==> config.mk <==
export PLATFORM = sky130hd
export DESIGN_NAME = pixmem_addr_ctrl
export DESIGN_NICKNAME = d
export VERILOG_FILES = /design/src/rtl/pm_pkg.sv /design/src/rtl/pm_page_reg.sv /design/src/rtl/pm_col_ctr.sv /design/src/rtl/pm_bus_holder.sv /design/src/rtl/pixmem_addr_ctrl.sv
export SDC_FILE = /design/constraint.sdc
export NUM_CORES = 1
export LEC_CHECK = 0
export ABC_CLOCK_PERIOD_IN_PS = 2100
export BUFFER_PORTS_ARGS = -buffer_cell sky130_fd_sc_hd__buf_4
export CAP_MARGIN = 20
export CELL_PAD_IN_SITES_DETAIL_PLACEMENT = 1
export CELL_PAD_IN_SITES_GLOBAL_PLACEMENT = 1
export CORE_MARGIN = 3
export CORE_UTILIZATION = 30
export CTS_BUF_LIST = sky130_fd_sc_hd__clkbuf_8
export CTS_CLUSTER_DIAMETER = 200
export CTS_CLUSTER_SIZE = 10
export DETAILED_ROUTE_END_ITERATION = 10
export MAX_ROUTING_LAYER = met4
export PLACE_DENSITY_LB_ADDON = 0.15
export SETUP_SLACK_MARGIN = 0.02
export SYNTH_ARGS = -nofsm -noshare
export SYNTH_HDL_FRONTEND = slang
export SYNTH_SLANG_ARGS = --single-unit
==> constraint.sdc <==
create_clock -name clk -period 2.1 [get_ports clk]
set_clock_uncertainty 0.15 [all_clocks]
set_input_delay 0.525 -clock clk [delete_from_list [all_inputs] [get_ports clk]]
set_output_delay 0.525 -clock clk [all_outputs]
set_load 0.05 [all_outputs]
==> src/rtl/pm_pkg.sv <==
package pm_pkg;
  localparam int PM_DATA_W    = 8;
  localparam int PM_PAGE_W    = 4;
  localparam int PM_COL_W     = 8;
  localparam int PM_NUM_COLS  = 132;
  localparam int PM_ICON_PAGE = 8;
  localparam int PM_COL_LO_W  = 4;

  // one-hot command strobes from the decoder
  typedef struct packed {
    logic soft_rst;
    logic rmw_off;
    logic rmw_on;
    logic col_hi;
    logic col_lo;
    logic page;
  } pm_cmd_t;
endpackage

==> src/rtl/pm_page_reg.sv <==
module pm_page_reg #(
  parameter int PAGE_W    = pm_pkg::PM_PAGE_W,
  parameter int ICON_PAGE = pm_pkg::PM_ICON_PAGE
) (
  input  logic              clk,
  input  logic              rst,
  input  logic              soft_rst,
  input  logic              set_page,
  input  logic [PAGE_W-1:0] din,
  output logic [PAGE_W-1:0] page_q,
  output logic              page_ok,
  output logic              page_icon
);
  localparam logic [PAGE_W-1:0] ICON_C = PAGE_W'(ICON_PAGE);

  always_ff @(posedge clk) begin
    if (rst || soft_rst) page_q <= '0;
    else if (set_page)   page_q <= din;
  end

  assign page_ok   = (page_q <= ICON_C);
  assign page_icon = (page_q == ICON_C);

  AST_PAGE_SOFT_CLEAR: assert property (@(posedge clk) disable iff (rst)
    soft_rst |=> page_q == '0);
endmodule

==> src/rtl/pm_col_ctr.sv <==
module pm_col_ctr #(
  parameter int COL_W    = pm_pkg::PM_COL_W,
  parameter int NUM_COLS = pm_pkg::PM_NUM_COLS,
  parameter int LO_W     = pm_pkg::PM_COL_LO_W
) (
  input  logic                  clk,
  input  logic                  rst,
  input  logic                  soft_rst,
  input  logic                  set_hi,
  input  logic                  set_lo,
  input  logic                  rmw_on,
  input  logic                  rmw_off,
  input  logic [COL_W-LO_W-2:0] din_hi,
  input  logic [LO_W-1:0]       din_lo,
  input  logic                  acc_wr,
  input  logic                  acc_rd,
  output logic [COL_W-1:0]      col_q,
  output logic                  col_ok,
  output logic                  rmw_q
);
  localparam int HI_W = COL_W - LO_W - 1;
  localparam logic [COL_W-1:0] LIMIT_C = COL_W'(NUM_COLS);

  logic [COL_W-1:0] saved_q;
  logic             step;

  assign col_ok = (col_q < LIMIT_C);
  assign step   = col_ok && (acc_wr || (acc_rd && !rmw_q));

  always_ff @(posedge clk) begin
    if (rst || soft_rst) begin
      col_q   <= '0;
      saved_q <= '0;
      rmw_q   <= 1'b0;
    end else if (set_hi) begin
      col_q[COL_W-1]              <= 1'b0;
      col_q[LO_W+HI_W-1:LO_W]     <= din_hi;
    end else if (set_lo) begin
      col_q[LO_W-1:0] <= din_lo;
    end else if (rmw_on) begin
      saved_q <= col_q;
      rmw_q   <= 1'b1;
    end else if (rmw_off) begin
      if (rmw_q) col_q <= saved_q;
      rmw_q <= 1'b0;
    end else if (step) begin
      col_q <= col_q + 1'b1;
    end
  end

  AST_COL_LOCKED: assert property (@(posedge clk) disable iff (rst)
    (!col_ok && !set_hi && !set_lo && !rmw_off && !soft_rst) |=> $stable(col_q));
  AST_RMW_READ_FROZEN: assert property (@(posedge clk) disable iff (rst)
    (rmw_q && acc_rd && !set_hi && !set_lo && !rmw_on && !rmw_off && !soft_rst)
      |=> $stable(col_q));
  AST_RMW_RESTORE: assert property (@(posedge clk) disable iff (rst)
    (rmw_q && rmw_off && !set_hi && !set_lo && !rmw_on && !soft_rst)
      |=> col_q == $past(saved_q));
  AST_SOFT_CLEAR: assert property (@(posedge clk) disable iff (rst)
    soft_rst |=> (col_q == '0 && !rmw_q));
endmodule

==> src/rtl/pm_bus_holder.sv <==
module pm_bus_holder #(
  parameter int DATA_W = pm_pkg::PM_DATA_W
) (
  input  logic              clk,
  input  logic              rst,
  input  logic              launch,
  input  logic              launch_ok,
  input  logic              launch_icon,
  input  logic [DATA_W-1:0] ram_rdata,
  output logic [DATA_W-1:0] rd_byte
);
  // stage 1: RAM sees its read enable; stage 2: RAM data is valid
  logic              pend1, ok1, icon1;
  logic              pend2, ok2, icon2;
  logic [DATA_W-1:0] holder_q;
  logic [DATA_W-1:0] fetched;

  always_comb begin
    if (!ok2)       fetched = '0;
    else if (icon2) fetched = {{(DATA_W-1){1'b0}}, ram_rdata[0]};
    else            fetched = ram_rdata;
  end

  always_ff @(posedge clk) begin
    if (rst) begin
      pend1 <= 1'b0; ok1 <= 1'b0; icon1 <= 1'b0;
      pend2 <= 1'b0; ok2 <= 1'b0; icon2 <= 1'b0;
    end else begin
      pend1 <= launch; ok1 <= launch_ok; icon1 <= launch_icon;
      pend2 <= pend1;  ok2 <= ok1;       icon2 <= icon1;
    end
  end

  always_ff @(posedge clk) begin
    if (rst) begin
      holder_q <= '0;
      rd_byte  <= '0;
    end else begin
      if (pend2)  holder_q <= fetched;
      if (launch) rd_byte  <= pend2 ? fetched : holder_q;
    end
  end

  AST_HOLD_INVALID_ZERO: assert property (@(posedge clk) disable iff (rst)
    (pend2 && !ok2) |=> holder_q == '0);
  AST_HOLD_ICON_MASK: assert property (@(posedge clk) disable iff (rst)
    (pend2 && icon2) |=> holder_q[DATA_W-1:1] == '0);
  AST_RDBYTE_STABLE: assert property (@(posedge clk) disable iff (rst)
    !launch |=> $stable(rd_byte));
endmodule

==> src/rtl/pixmem_addr_ctrl.sv <==
module pixmem_addr_ctrl #(
  parameter int DATA_W    = pm_pkg::PM_DATA_W,
  parameter int PAGE_W    = pm_pkg::PM_PAGE_W,
  parameter int COL_W     = pm_pkg::PM_COL_W,
  parameter int NUM_COLS  = pm_pkg::PM_NUM_COLS,
  parameter int ICON_PAGE = pm_pkg::PM_ICON_PAGE
) (
  input  logic              clk,
  input  logic              rst,
  input  logic              cmd_page,
  input  logic              cmd_col_hi,
  input  logic              cmd_col_lo,
  input  logic              cmd_rmw_on,
  input  logic              cmd_rmw_off,
  input  logic              cmd_reset,
  input  logic              host_wr,
  input  logic              host_rd,
  input  logic [DATA_W-1:0] host_din,
  output logic [PAGE_W-1:0] ram_page,
  output logic [COL_W-1:0]  ram_col,
  output logic              ram_we,
  output logic              ram_re,
  output logic [DATA_W-1:0] ram_wdata,
  input  logic [DATA_W-1:0] ram_rdata,
  output logic [DATA_W-1:0] host_rdata
);
  import pm_pkg::*;
  localparam int LO_W = PM_COL_LO_W;
  localparam int HI_W = COL_W - LO_W - 1;

  pm_cmd_t          cmd;
  logic [PAGE_W-1:0] page_q;
  logic [COL_W-1:0]  col_q;
  logic              page_ok, page_icon, col_ok, rmw_q, acc_ok;
  logic [DATA_W-1:0] wdata_m;

  assign cmd = '{soft_rst: cmd_reset, rmw_off: cmd_rmw_off, rmw_on: cmd_rmw_on,
                 col_hi: cmd_col_hi, col_lo: cmd_col_lo, page: cmd_page};

  pm_page_reg #(.PAGE_W(PAGE_W), .ICON_PAGE(ICON_PAGE)) u_page (
    .clk(clk), .rst(rst), .soft_rst(cmd.soft_rst), .set_page(cmd.page),
    .din(host_din[PAGE_W-1:0]), .page_q(page_q), .page_ok(page_ok),
    .page_icon(page_icon));

  pm_col_ctr #(.COL_W(COL_W), .NUM_COLS(NUM_COLS), .LO_W(LO_W)) u_col (
    .clk(clk), .rst(rst), .soft_rst(cmd.soft_rst), .set_hi(cmd.col_hi),
    .set_lo(cmd.col_lo), .rmw_on(cmd.rmw_on), .rmw_off(cmd.rmw_off),
    .din_hi(host_din[HI_W-1:0]), .din_lo(host_din[LO_W-1:0]),
    .acc_wr(host_wr), .acc_rd(host_rd), .col_q(col_q), .col_ok(col_ok),
    .rmw_q(rmw_q));

  assign acc_ok  = page_ok && col_ok;
  assign wdata_m = page_icon ? {{(DATA_W-1){1'b0}}, host_din[0]} : host_din;

  always_ff @(posedge clk) begin
    if (rst) begin
      ram_we    <= 1'b0;
      ram_re    <= 1'b0;
      ram_page  <= '0;
      ram_col   <= '0;
      ram_wdata <= '0;
    end else begin
      ram_we <= host_wr && acc_ok;
      ram_re <= host_rd && acc_ok;
      if ((host_wr || host_rd) && acc_ok) begin
        ram_page <= page_q;
        ram_col  <= col_q;
      end
      if (host_wr) ram_wdata <= wdata_m;
    end
  end

  pm_bus_holder #(.DATA_W(DATA_W)) u_hold (
    .clk(clk), .rst(rst), .launch(host_rd), .launch_ok(acc_ok),
    .launch_icon(page_icon), .ram_rdata(ram_rdata), .rd_byte(host_rdata));

  AST_RAM_IN_RANGE: assert property (@(posedge clk) disable iff (rst)
    (ram_we || ram_re) |-> (ram_page <= PAGE_W'(ICON_PAGE) &&
                            ram_col < COL_W'(NUM_COLS)));
  AST_ICON_WRITE_MASK: assert property (@(posedge clk) disable iff (rst)
    (ram_we && ram_page == PAGE_W'(ICON_PAGE)) |-> ram_wdata[DATA_W-1:1] == '0);
  AST_ENABLES_EXCLUSIVE: assert property (@(posedge clk) disable iff (rst)
    !(ram_we && ram_re));
  AST_WE_ONE_CYCLE: assert property (@(posedge clk) disable iff (rst)
    (ram_we && !host_wr) |=> !ram_we);
  AST_RMW_ONLY_BY_CMD: assert property (@(posedge clk) disable iff (rst)
    $rose(rmw_q) |-> $past(cmd_rmw_on));
endmodule

==> reports/qor.csv <==
stage;metric;value;unit
run_status;status;finished clean;
critical_path;Crit path max-delay family;simple AND/OR/NAND/NOR gates;
synth;Synth area leader;dfxtp_1;
layout;Final Non-Filler Cells;460;
synth;syn_area_per_cell;9.18;sq um
timing;Slew @ Worst Pin;0.536;ns
worst_hold_path;Hold Crit Class;primary input to flop;
clocking;Max clock buf depth;2;
critical_path;r2r startpoint;u_col.col_q[2];
layout;Area growth syn-to-layout;32.0;%
critical_path;Crit. End Element;flop;
placed_design;port bufs;55;
timing;Final Hold Viols;0;
timing;Slew HR;0.642;
layout;Antenna Cells;0;
synth;Most used DFF post-synth;dfxtp_1;
critical_path;crit-path cells;or4_4 -> o2111a_1 -> a311oi_4 -> buf_6 -> mux2i_1 -> nor2_1;
die;Die Y-Extent;99.7;um
critical_path;Slowest-stage cell, CP;or4_4;
power;overall power;0.00287;W
critical_path;CP endpoint;u_col.col_q[3];
clocking;TritonCTS sink count;65;
clocking;TritonCTS Buffers;9;
timing;fin worst setup slack;0.0754;ns
timing;RSZ-0062 raised after global routing;yes;
synth;Mapped Area;0.00263;sq mm
synth;largest family of logic cells by synthesized area;simple AND/OR/NAND/NOR gates;
placed_design;pre-CTS setup slack;0.0445;ns
die;DIE WIDTH;99.7;um
drt;final WL;7.04;mm
drt;antenna-violating nets left;0;
synth;Async SR Flop Fraction;0;
synth;most frequent cell after synthesis;dfxtp_1;
critical_path;CP Buf/Inv Count;1;
timing;part of the cycle the worst path needs;0.964;
layout;fin nets;377;
placed_design;Placed Instances;443;
critical_path;kind of critical path;flop to flop;
synth;register area share after synthesis;0.494;
drt;via count;2246;
die;num rows;33;
clocking;htree depth;3;
placed_design;DP HPWL;4.96;mm
synth;Synth Area in Compound Gates;0.132;
power;leakage power;1.44;nW
synth;Unique masters post-synth;36;
critical_path;crit path from;u_col.col_q[2];
global_route;largest net degree at the start of global routing;43;
synth;post-synthesis cell count;287;
global_route;GR Overflow Total;0;
global_route;vias in the first global route;2194;
timing;Final TNS setup;0;ns
drt;1st-iter DRT viols;72;
timing;Max Fclk;494;MHz
synth;Post-synth EDFFs;0;
die;starting density of the core;0.314;
global_route;first-pass GRT wire length;11.4;mm
critical_path;Max FO, Critical Path;6;
worst_hold_path;hold depth;2;
critical_path;Crit path depth;6;
placed_design;routability cong.;0.745;
critical_path;Worst R2R Path Depth;6;
die;Die ar.;0.00994;sq mm
run;MaxCap Viol Count;0;
critical_path;r2r setup slk;0.08;ns
synth;post-synthesis xor/xnor area fraction;0.0166;
die;core area;0.00838;sq mm
power;P per Cell Area;825;mW/mm^2
critical_path;r2r endpoint;u_col.col_q[3];
synth;post-synthesis adder-cell area fraction;0.00475;
synth;YS warnings;0;
power;VDD IR max;0.386;mV
drt;vias per std cell;4.88;
synth;mux cell area share after synthesis;0.114;
synth;post-synthesis net count;314;
timing;Slew Viols, Final;0;
timing;final setup violation count;0;
drt;WL/cell;15.3;um
synth;Yosys reg bits;65;
synth;Synth top area share;0.494;
synth;Synth Area in Simple Gates;0.202;
clocking;CTS tree;yes;
critical_path;WP data required;2.16;ns
synth;largest cells by area after synthesis;dfxtp_1 (49%), mux2i_1 (11%), nor2_1 (9.0%), nor2b_1 (5.0%), a211oi_1 (3.7%);
clocking;root buffer cell;clkbuf_8;
critical_path;critical path arrival;2.08;ns
synth;synth cell count leaders;dfxtp_1 (65), nor2_1 (63), mux2i_1 (30);
clocking;clk slew on worst S/H paths;0.08;ns
drt;Initial DRT Pass Iterations;4;
drt;DRC violations left;0;
layout;fraction of layout cells with a size suffix above 1;0.270;
global_route;initial antenna violation count;0;
critical_path;CP Launch Type;flop;
critical_path;Largest stage delay, worst path;0.54;ns
clocking;insertion delay to the later sink of the worst-skew pair;0.34;ns
die;Top-Level Pins;56;
timing;min Tclk post-route;2.02;ns
global_route;gr usage total;0.152;
timing;worst hold margin;0.240;ns
-- kinds of logic (layout without fill, tap and decap cells) --
| group | after synthesis | after routing |
|---|---|---|
| AOI/OAI and AO/OA | 50 | 50 |
| xor gates and xnor gates | 5 | 5 |
| DFF | 65 | 65 |
| muxes | 30 | 30 |
| buffers and inverters | 23 | 91 |
| and+or+nand+nor | 113 | 113 |
| adders and majority gates | 1 | 1 |
-- power breakdown --
part / total, W / internal [W] / switching [W]
Sequential: 0.00130 / 0.00127 / 0.0000255
Clock: 0.00121 / 0.000678 / 0.000533
Combinational: 0.000361 / 0.000141 / 0.000219
Total: 0.00287 / 0.00209 / 0.000778
-- sequential cells by signal, indices dropped and copies added (netlist names) --
register	count
ram_we	1
u_hold.ok2	1
u_hold.pend1	1
u_col.col_q	8
u_col.saved_q	8
u_hold.pend2	1
ram_re	1
u_col.rmw_q	1
u_hold.icon1	1
u_hold.ok1	1
u_hold.icon2	1
u_hold.rd_byte	8
ram_col	8
ram_wdata	8
u_page.page_q	4
ram_page	4
u_hold.holder_q	8
-- metrics by stage --
stage / utilization / cell area, sq um
final: 0.415 / 3480
after global routing: 0.415 / 3480
after CTS: 0.413 / 3460
after detailed placement: 0.385 / 3220
after global placement: 0.385 / 3220
after floorplan: - / 2640
-- cell type report --
type	count	area, sq um
repair buffers	71	549
multi-input cells	199	1250
flip-flops and latches	65	1300
fillers	1002	4900
well taps	105	131
clock inverters	7	101
inverters	4	16.3
clock buffers	9	124
-- routing by layer --
metal,share of wire,track usage,up-vias
met3,0.053,0.0330,9
met2,0.43,0.215,62
met4,0.013,0.0599,0
met1,0.51,0.210,1061
met5,0,-,-
li1,-,-,1114
-- placed cells by master (no fill, tap or decap), types with 6 or more instances in the layout --
cell type	count
buf_4	69
o21ai_0	7
dfxtp_1	65
mux2i_1	30
clkbuf_8	9
a21oi_1	10
nand2_1	7
a211oi_1	12
nor2_1	63
nor2b_1	21
a31oi_1	10
nand3_1	6
-- repair_timing --
action | 4_1_cts | 5_1_grt
setup endpoints to repair | 3 | 15
pin swaps | 1 | 2
resized for setup | 2 | 3
endpoints found under the hold margin | 0 | 0
setup buffers | 1 | 0
hold buffers | 0 | 0
-- worst min path at each step --
stage / start / slack (ns) / to
6_report: cmd_col_hi / 0.24 / u_col.col_q[7]
3_5_place_dp: u_hold.pend1 / 0.28 / u_hold.pend2
5_1_grt: cmd_col_hi / 0.24 / u_col.col_q[7]
2_1_floorplan: u_hold.icon1 / 0.26 / u_hold.icon2
4_1_cts: cmd_col_hi / 0.24 / u_col.col_q[7]
3_3_place_gp: u_hold.pend1 / 0.27 / u_hold.pend2
Power figures use the tool's default switching activity.
